==> src/rtl/xrom_pkg.sv <==
package xrom_pkg;

  typedef enum logic [1:0] {
    XS_IDLE  = 2'd0,
    XS_HOLD  = 2'd1,
    XS_RECOV = 2'd2
  } xrom_state_e;

  typedef enum logic {
    WV_TMG = 1'b0,
    WV_CTL = 1'b1
  } xrom_view_e;

endpackage

==> src/rtl/xrom_phase_div.sv <==
module xrom_phase_div #(
  parameter int DIV = 4
) (
  input  logic clk,
  input  logic rst_n,
  input  logic run,
  output logic tick
);
  localparam int PW = (DIV > 1) ? $clog2(DIV) : 1;
  localparam logic [PW-1:0] LAST = PW'(DIV - 1);

  logic [PW-1:0] ph_q;

  always_ff @(posedge clk or negedge rst_n) begin
    if (!rst_n)           ph_q <= '0;
    else if (!run)        ph_q <= '0;
    else if (ph_q == LAST) ph_q <= '0;
    else                  ph_q <= ph_q + 1'b1;
  end

  assign tick = run && (ph_q == LAST);
endmodule

==> src/rtl/xrom_tmg_regs.sv <==
module xrom_tmg_regs
  import xrom_pkg::*;
#(
  parameter int TMG_W   = 4,
  parameter int CTL_W   = 16,
  parameter int TMG_LSB = 8,
  parameter int TMG_RST = 9
) (
  input  logic             clk,
  input  logic             rst_n,
  input  logic             soft_rst,
  input  logic             wr_en,
  input  logic             wr_ctl,
  input  logic [CTL_W-1:0] wr_data,
  output logic [TMG_W-1:0] tmg_q,
  output logic [CTL_W-1:0] ctl_q
);
  localparam logic [CTL_W-1:0] SLOT = CTL_W'(((1 << TMG_W) - 1) << TMG_LSB);

  xrom_view_e       view;
  logic [TMG_W-1:0] field_raw, field_new, tmg_r;
  logic [CTL_W-1:0] rest_r;

  assign view = xrom_view_e'(wr_ctl);

  always_comb begin
    if (view == WV_CTL) field_raw = wr_data[TMG_LSB +: TMG_W];
    else                field_raw = wr_data[TMG_W-1:0];
    field_new = (field_raw == '0) ? TMG_W'(1) : field_raw;
  end

  // timing field: hard reset only
  always_ff @(posedge clk or negedge rst_n) begin
    if (!rst_n)     tmg_r <= TMG_W'(TMG_RST);
    else if (wr_en) tmg_r <= field_new;
  end

  // remaining control bits: cleared by soft reset too
  always_ff @(posedge clk or negedge rst_n) begin
    if (!rst_n)                         rest_r <= '0;
    else if (soft_rst)                  rest_r <= '0;
    else if (wr_en && view == WV_CTL)   rest_r <= wr_data & ~SLOT;
  end

  assign tmg_q = tmg_r;
  assign ctl_q = rest_r | (CTL_W'(tmg_r) << TMG_LSB);
endmodule

==> src/rtl/xrom_access_fsm.sv <==
module xrom_access_fsm
  import xrom_pkg::*;
#(
  parameter int ADDR_W = 20,
  parameter int DATA_W = 8,
  parameter int TMG_W  = 4
) (
  input  logic              clk,
  input  logic              rst_n,
  input  logic              soft_rst,
  input  logic              tick,
  input  logic [TMG_W-1:0]  tmg_val,
  input  logic              req_valid,
  input  logic [ADDR_W-1:0] req_addr,
  output logic              req_ready,
  output logic              run,
  output logic [ADDR_W-1:0] rom_addr,
  output logic              rom_ce_n,
  output logic              rom_oe_n,
  input  logic [DATA_W-1:0] rom_data,
  output logic              rsp_valid,
  output logic [DATA_W-1:0] rsp_data
);
  xrom_state_e       state_q;
  logic [TMG_W-1:0]  hold_q;
  logic [ADDR_W-1:0] addr_q;
  logic [DATA_W-1:0] data_q;
  logic              sel_n_q, rsp_q;

  always_ff @(posedge clk or negedge rst_n) begin
    if (!rst_n) begin
      state_q <= XS_IDLE;
      hold_q  <= '0;
      addr_q  <= '0;
      data_q  <= '0;
      sel_n_q <= 1'b1;
      rsp_q   <= 1'b0;
    end else begin
      rsp_q <= 1'b0;
      if (soft_rst) begin
        state_q <= XS_IDLE;
        sel_n_q <= 1'b1;
      end else begin
        case (state_q)
          XS_IDLE: if (req_valid) begin
            addr_q  <= req_addr;
            hold_q  <= (tmg_val == '0) ? TMG_W'(1) : tmg_val;
            sel_n_q <= 1'b0;
            state_q <= XS_HOLD;
          end
          XS_HOLD: if (tick) begin
            if (hold_q == TMG_W'(1)) begin
              data_q  <= rom_data;
              rsp_q   <= 1'b1;
              state_q <= XS_RECOV;
            end else begin
              hold_q <= hold_q - 1'b1;
            end
          end
          XS_RECOV: if (tick) begin
            sel_n_q <= 1'b1;
            state_q <= XS_IDLE;
          end
          default: state_q <= XS_IDLE;
        endcase
      end
    end
  end

  assign req_ready = (state_q == XS_IDLE);
  assign run       = (state_q != XS_IDLE);
  assign rom_addr  = addr_q;
  assign rom_ce_n  = sel_n_q;
  assign rom_oe_n  = sel_n_q;
  assign rsp_valid = rsp_q;
  assign rsp_data  = data_q;
endmodule

==> src/rtl/xrom_rd_ctrl.sv <==
module xrom_rd_ctrl #(
  parameter int ADDR_W  = 20,
  parameter int DATA_W  = 8,
  parameter int DIV     = 4,
  parameter int TMG_W   = 4,
  parameter int CTL_W   = 16,
  parameter int TMG_LSB = 8,
  parameter int TMG_RST = 9
) (
  input  logic              clk,
  input  logic              rst_n,
  input  logic              soft_rst,
  input  logic              req_valid,
  output logic              req_ready,
  input  logic [ADDR_W-1:0] req_addr,
  output logic              rsp_valid,
  output logic [DATA_W-1:0] rsp_data,
  input  logic              write_en,
  input  logic              write_ctl,
  input  logic [CTL_W-1:0]  write_data,
  output logic [TMG_W-1:0]  tmg_q,
  output logic [CTL_W-1:0]  ctl_q,
  output logic [ADDR_W-1:0] rom_addr,
  input  logic [DATA_W-1:0] rom_data,
  output logic              rom_ce_n,
  output logic              rom_oe_n
);
  logic tick, run;

  xrom_phase_div #(.DIV(DIV)) u_div (
    .clk(clk), .rst_n(rst_n), .run(run), .tick(tick)
  );

  xrom_tmg_regs #(
    .TMG_W(TMG_W), .CTL_W(CTL_W), .TMG_LSB(TMG_LSB), .TMG_RST(TMG_RST)
  ) u_regs (
    .clk(clk), .rst_n(rst_n), .soft_rst(soft_rst),
    .wr_en(write_en), .wr_ctl(write_ctl), .wr_data(write_data),
    .tmg_q(tmg_q), .ctl_q(ctl_q)
  );

  xrom_access_fsm #(
    .ADDR_W(ADDR_W), .DATA_W(DATA_W), .TMG_W(TMG_W)
  ) u_fsm (
    .clk(clk), .rst_n(rst_n), .soft_rst(soft_rst), .tick(tick),
    .tmg_val(tmg_q), .req_valid(req_valid), .req_addr(req_addr),
    .req_ready(req_ready), .run(run), .rom_addr(rom_addr),
    .rom_ce_n(rom_ce_n), .rom_oe_n(rom_oe_n), .rom_data(rom_data),
    .rsp_valid(rsp_valid), .rsp_data(rsp_data)
  );
endmodule

==> config.mk <==
export PLATFORM = sky130hd
export DESIGN_NAME = xrom_rd_ctrl
export DESIGN_NICKNAME = d
export VERILOG_FILES = /design/src/rtl/xrom_pkg.sv /design/src/rtl/xrom_phase_div.sv /design/src/rtl/xrom_tmg_regs.sv /design/src/rtl/xrom_access_fsm.sv /design/src/rtl/xrom_rd_ctrl.sv
export SDC_FILE = /design/constraint.sdc
export NUM_CORES = 1
export LEC_CHECK = 0
export BUFFER_PORTS_ARGS = -buffer_cell sky130_fd_sc_hd__buf_2
export CAP_MARGIN = 40
export CORE_ASPECT_RATIO = 0.75
export CORE_MARGIN = 4
export CORE_UTILIZATION = 28
export CTS_CLUSTER_SIZE = 10
export DETAILED_ROUTE_END_ITERATION = 16
export GPL_TIMING_DRIVEN = 0
export MAX_ROUTING_LAYER = met4
export PLACE_DENSITY = 0.64
export SYNTH_ARGS = -nofsm -noshare
export SYNTH_HDL_FRONTEND = slang
export SYNTH_SLANG_ARGS = --single-unit
==> constraint.sdc <==
create_clock -name clk -period 1.9 [get_ports clk]
set_input_delay 0.38 -clock clk [delete_from_list [all_inputs] [get_ports clk]]
set_output_delay 0.38 -clock clk [all_outputs]
set_load 0.02 [all_outputs]
==> impl_results.md <==
- Status: finished clean
- Worst slew margin relative to its limit: 0.6146
- Longest Clk Path Bufs: 2
- Finished layout cell area: 0.003122 mm2
- Synth Flop Type: dfrtp_1
- Fmax: 530.2 MHz
- R2R Path End: u_fsm.rsp_data[2]$_DFFE_PN0P_
- Pwr Total: 2.694 mW
- DRC violations left: 0
- GRT overflow: 0
- Die height: 86.72 um
- Final setup viols: 0
- Slew @ Worst Pin: 0.5782 ns
- Cell taking the most area after synthesis: dfrtp_1
- Ranking of synthesized cells by area: dfrtp_1 (55%), mux2_2 (14%), nand2_1 (5.0%)
- First-pass GRT wire length: 9156 um
- Hold_ws: 0.05733 ns
- Placed cell area: 0.002955 mm2
- Initial antenna violation count: 0
- Peak supply drop: 0.3521 mV
- Post-synth EDFFs: 0
- CTS tree: built
- H-tree depth: 2
- CP max FO: 5
- Sequential fraction of the synthesis area: 0.5857
- Commonest non-fill, non-tap cells in the layout: buf_2 (98), dfrtp_1 (51), nand2_1 (31)
- Via density per instance: 4.458
- Post-synth ARST share: 1.000
- Commonest non-fill, non-tap cell in the layout: buf_2
- Syn avg cell area: 11.63 um2
- Nets: 362
- Drt initial violations: 28
- Mapped Area: 0.002313 mm2
- Pwr dens: 862.9 mW/mm2
- NetSw: 832.2 uW
- Core Box Area: 0.007953 mm2
- Initial Util: 0.2909
- Post-Route WL: 5497 um
- CTS Hold Bufs: 0
- Cell Rows: 28
- Util after Layout: 0.3925
- Period utilization: 0.9926
- Hold Path Class: in -> async
- Startpoint Class: register
- Ant diodes: 0
- CTS Buf Count: 5
- Synthesized instance count: 199
- Max_cap viols: 0
- Total clock sinks: 54
- Final min period: 1.886 ns
- Final hold vios: 0
- Reg-to-Reg Start: u_fsm.hold_q[0]$_DFFE_PN0P_
- Largest net degree at the start of global routing: 31
- Syn Nets: 252
- CP Capture Type: register
- Clock power frac: 0.253
- Pleak: 1.529 nW
- Clock slew at reported path FFs: 0.10 ns
- Pre-CTS setup slack: -0.2701 ns
- Data arrival time of the worst path: 2.08 ns
- Buffers on Ports: 98
- Layout cell share with drive strength beyond 1: 0.4968
- Worst-Skew Late Latency: 0.30 ns
- Seq cells post-synth: 54
- Synth warn: 0
- Pins Over Slew Limit: 0
- ANT nets after route: 0
- Vias in the first global route: 1,916
- Final worst slack: 0.01403 ns
- Die area: 0.009796 mm2
- DIE WIDTH: 113.0 um
- RePlAce Congestion: 0.8168
- P_int: 1.861 mW
- Cell variety after synth: 30
- Fillers: 796
- Area Overhead vs Synth: 34.94%
- R2R setup slack: 0.01 ns
- CP required: 2.10 ns
- Final setup skew: 0.01013 ns
- Post-detail-place hpwl: 4139 um
- Flop pwr share: 0.509
- IO Pins: 102
- Worst r2r path cells: 6
- Routed length per instance: 13.25 um
- Via count: 1,850
- Clock root buffer master: clkbuf_8
- RSZ-0062 raised after global routing: yes
- TritonRoute pass-1 iters: 4
- Gr usage total: 0.1187
- Synth top area share: 0.5516
- Sw Ratio: 0.3089
- Worst Setup Path Type: reg -> reg
- Gate power share: 0.238
==> state kept, by name (all words and copies together) (netlist names) <==
signal and flops:
u_fsm.rom_addr 20, u_regs.rest_r 12, u_fsm.rsp_data 8, u_fsm.hold_q 4
u_regs.tmg_q 4, u_div.ph_q 2, u_fsm.state_q 2, u_fsm.rom_ce_n 1
u_fsm.rsp_valid 1
==> how the worst max path moves through the flow <==
stage,from,cells past startpoint,endpoint
6_report,u_fsm.hold_q[0]$_DFFE_PN0P_,6,u_fsm.rsp_data[2]$_DFFE_PN0P_
5_1_grt,u_fsm.hold_q[0]$_DFFE_PN0P_,6,u_fsm.rsp_data[2]$_DFFE_PN0P_
4_1_cts,u_fsm.hold_q[1]$_DFFE_PN0P_,6,u_fsm.rsp_data[1]$_DFFE_PN0P_
3_5_place_dp,u_fsm.hold_q[1]$_DFFE_PN0P_,5,u_fsm.rsp_data[1]$_DFFE_PN0P_
3_3_place_gp,u_fsm.hold_q[1]$_DFFE_PN0P_,5,u_fsm.rsp_data[2]$_DFFE_PN0P_
2_1_floorplan,u_fsm.hold_q[1]$_DFFE_PN0P_,5,u_fsm.rsp_data[0]$_DFFE_PN0P_
==> critical path: stages, from the launching register on <==
cell,delay [ns]
dfrtp_1,0.43
ha_1,0.17
or3b_4,0.41
nor4_4,0.13
buf_4,0.18
clkbuf_16,0.14
mux2_2,0.32
==> cells by family after synthesis <==
family,count (synthesis),share of synthesized area
compound gates,33,0.08383
fa+ha+maj,3,0.01623
buf+inv,19,0.04002
flops,54,0.5857
mux,33,0.1579
simple gates,57,0.1163
==> metal layers <==
metal / track usage / part of all wire / vias up
li1: - / - / 895
met1: 0.1549 / 0.46 / 890
met2: 0.1871 / 0.47 / 61
met3: 0.03001 / 0.060 / 4
met4: 0.02838 / 0.0040 / 0
met5: - / 0 / -
==> cell type report <==
type,count,area (um2),area share
sequential,54,1355,0.4341
clock inverter,2,12.51,0.004008
clock buffer,6,82.58,0.02645
multi-input combinational,126,872.1,0.2794
tap,105,131.4,0.04208
inverter,4,15.01,0.004810
timing repair buffer,103,570.5,0.1828
buffer,15,82.58,0.02645
==> cells in the mapped netlist (2+ instances only) <==
cell and instances:
a21o_1 2, dfstp_2 3, mux2_2 28, o21ai_0 3, inv_1 4, buf_4 5, clkbuf_1 8, o21bai_1 2
nand2b_1 2, nand2_1 31, ha_1 3, mux2i_1 5, nor3_1 6, dfrtp_1 51, nand3_1 2, a21oi_1 20
buf_2 2, nor2_1 9, nor2b_1 2
==> power by group through the flow <==
stage / Sequential [mW] / Combinational [mW] / Clock [mW]
2_1_floorplan: 1.53 / 0.242 / 0
3_3_place_gp: 1.39 / 0.627 / 0
3_5_place_dp: 1.39 / 0.643 / 0
4_1_cts: 1.37 / 0.644 / 0.712
5_1_grt: 1.39 / 0.701 / 0.762
6_report: 1.37 / 0.641 / 0.682
==> stage by stage <==
step / TNS (ns) / cells
after floorplan: 0 / 199
after global placement: -5.077 / 402
after detailed placement: -5.468 / 403
after CTS: 0 / 412
after global routing: -0.3235 / 415
final: 0 / 415
==> timing repair <==
action / 4_1_cts / 5_1_grt
gates resized for setup: 1 / 3
hold endpoints to repair: 0 / 0
buffers inserted: 1 / 2
cloned: 0 / 1
setup endpoints to repair: 28 / 28
pin swaps: 1 / 0
Note: power is estimated with default switching activity, not from simulation.
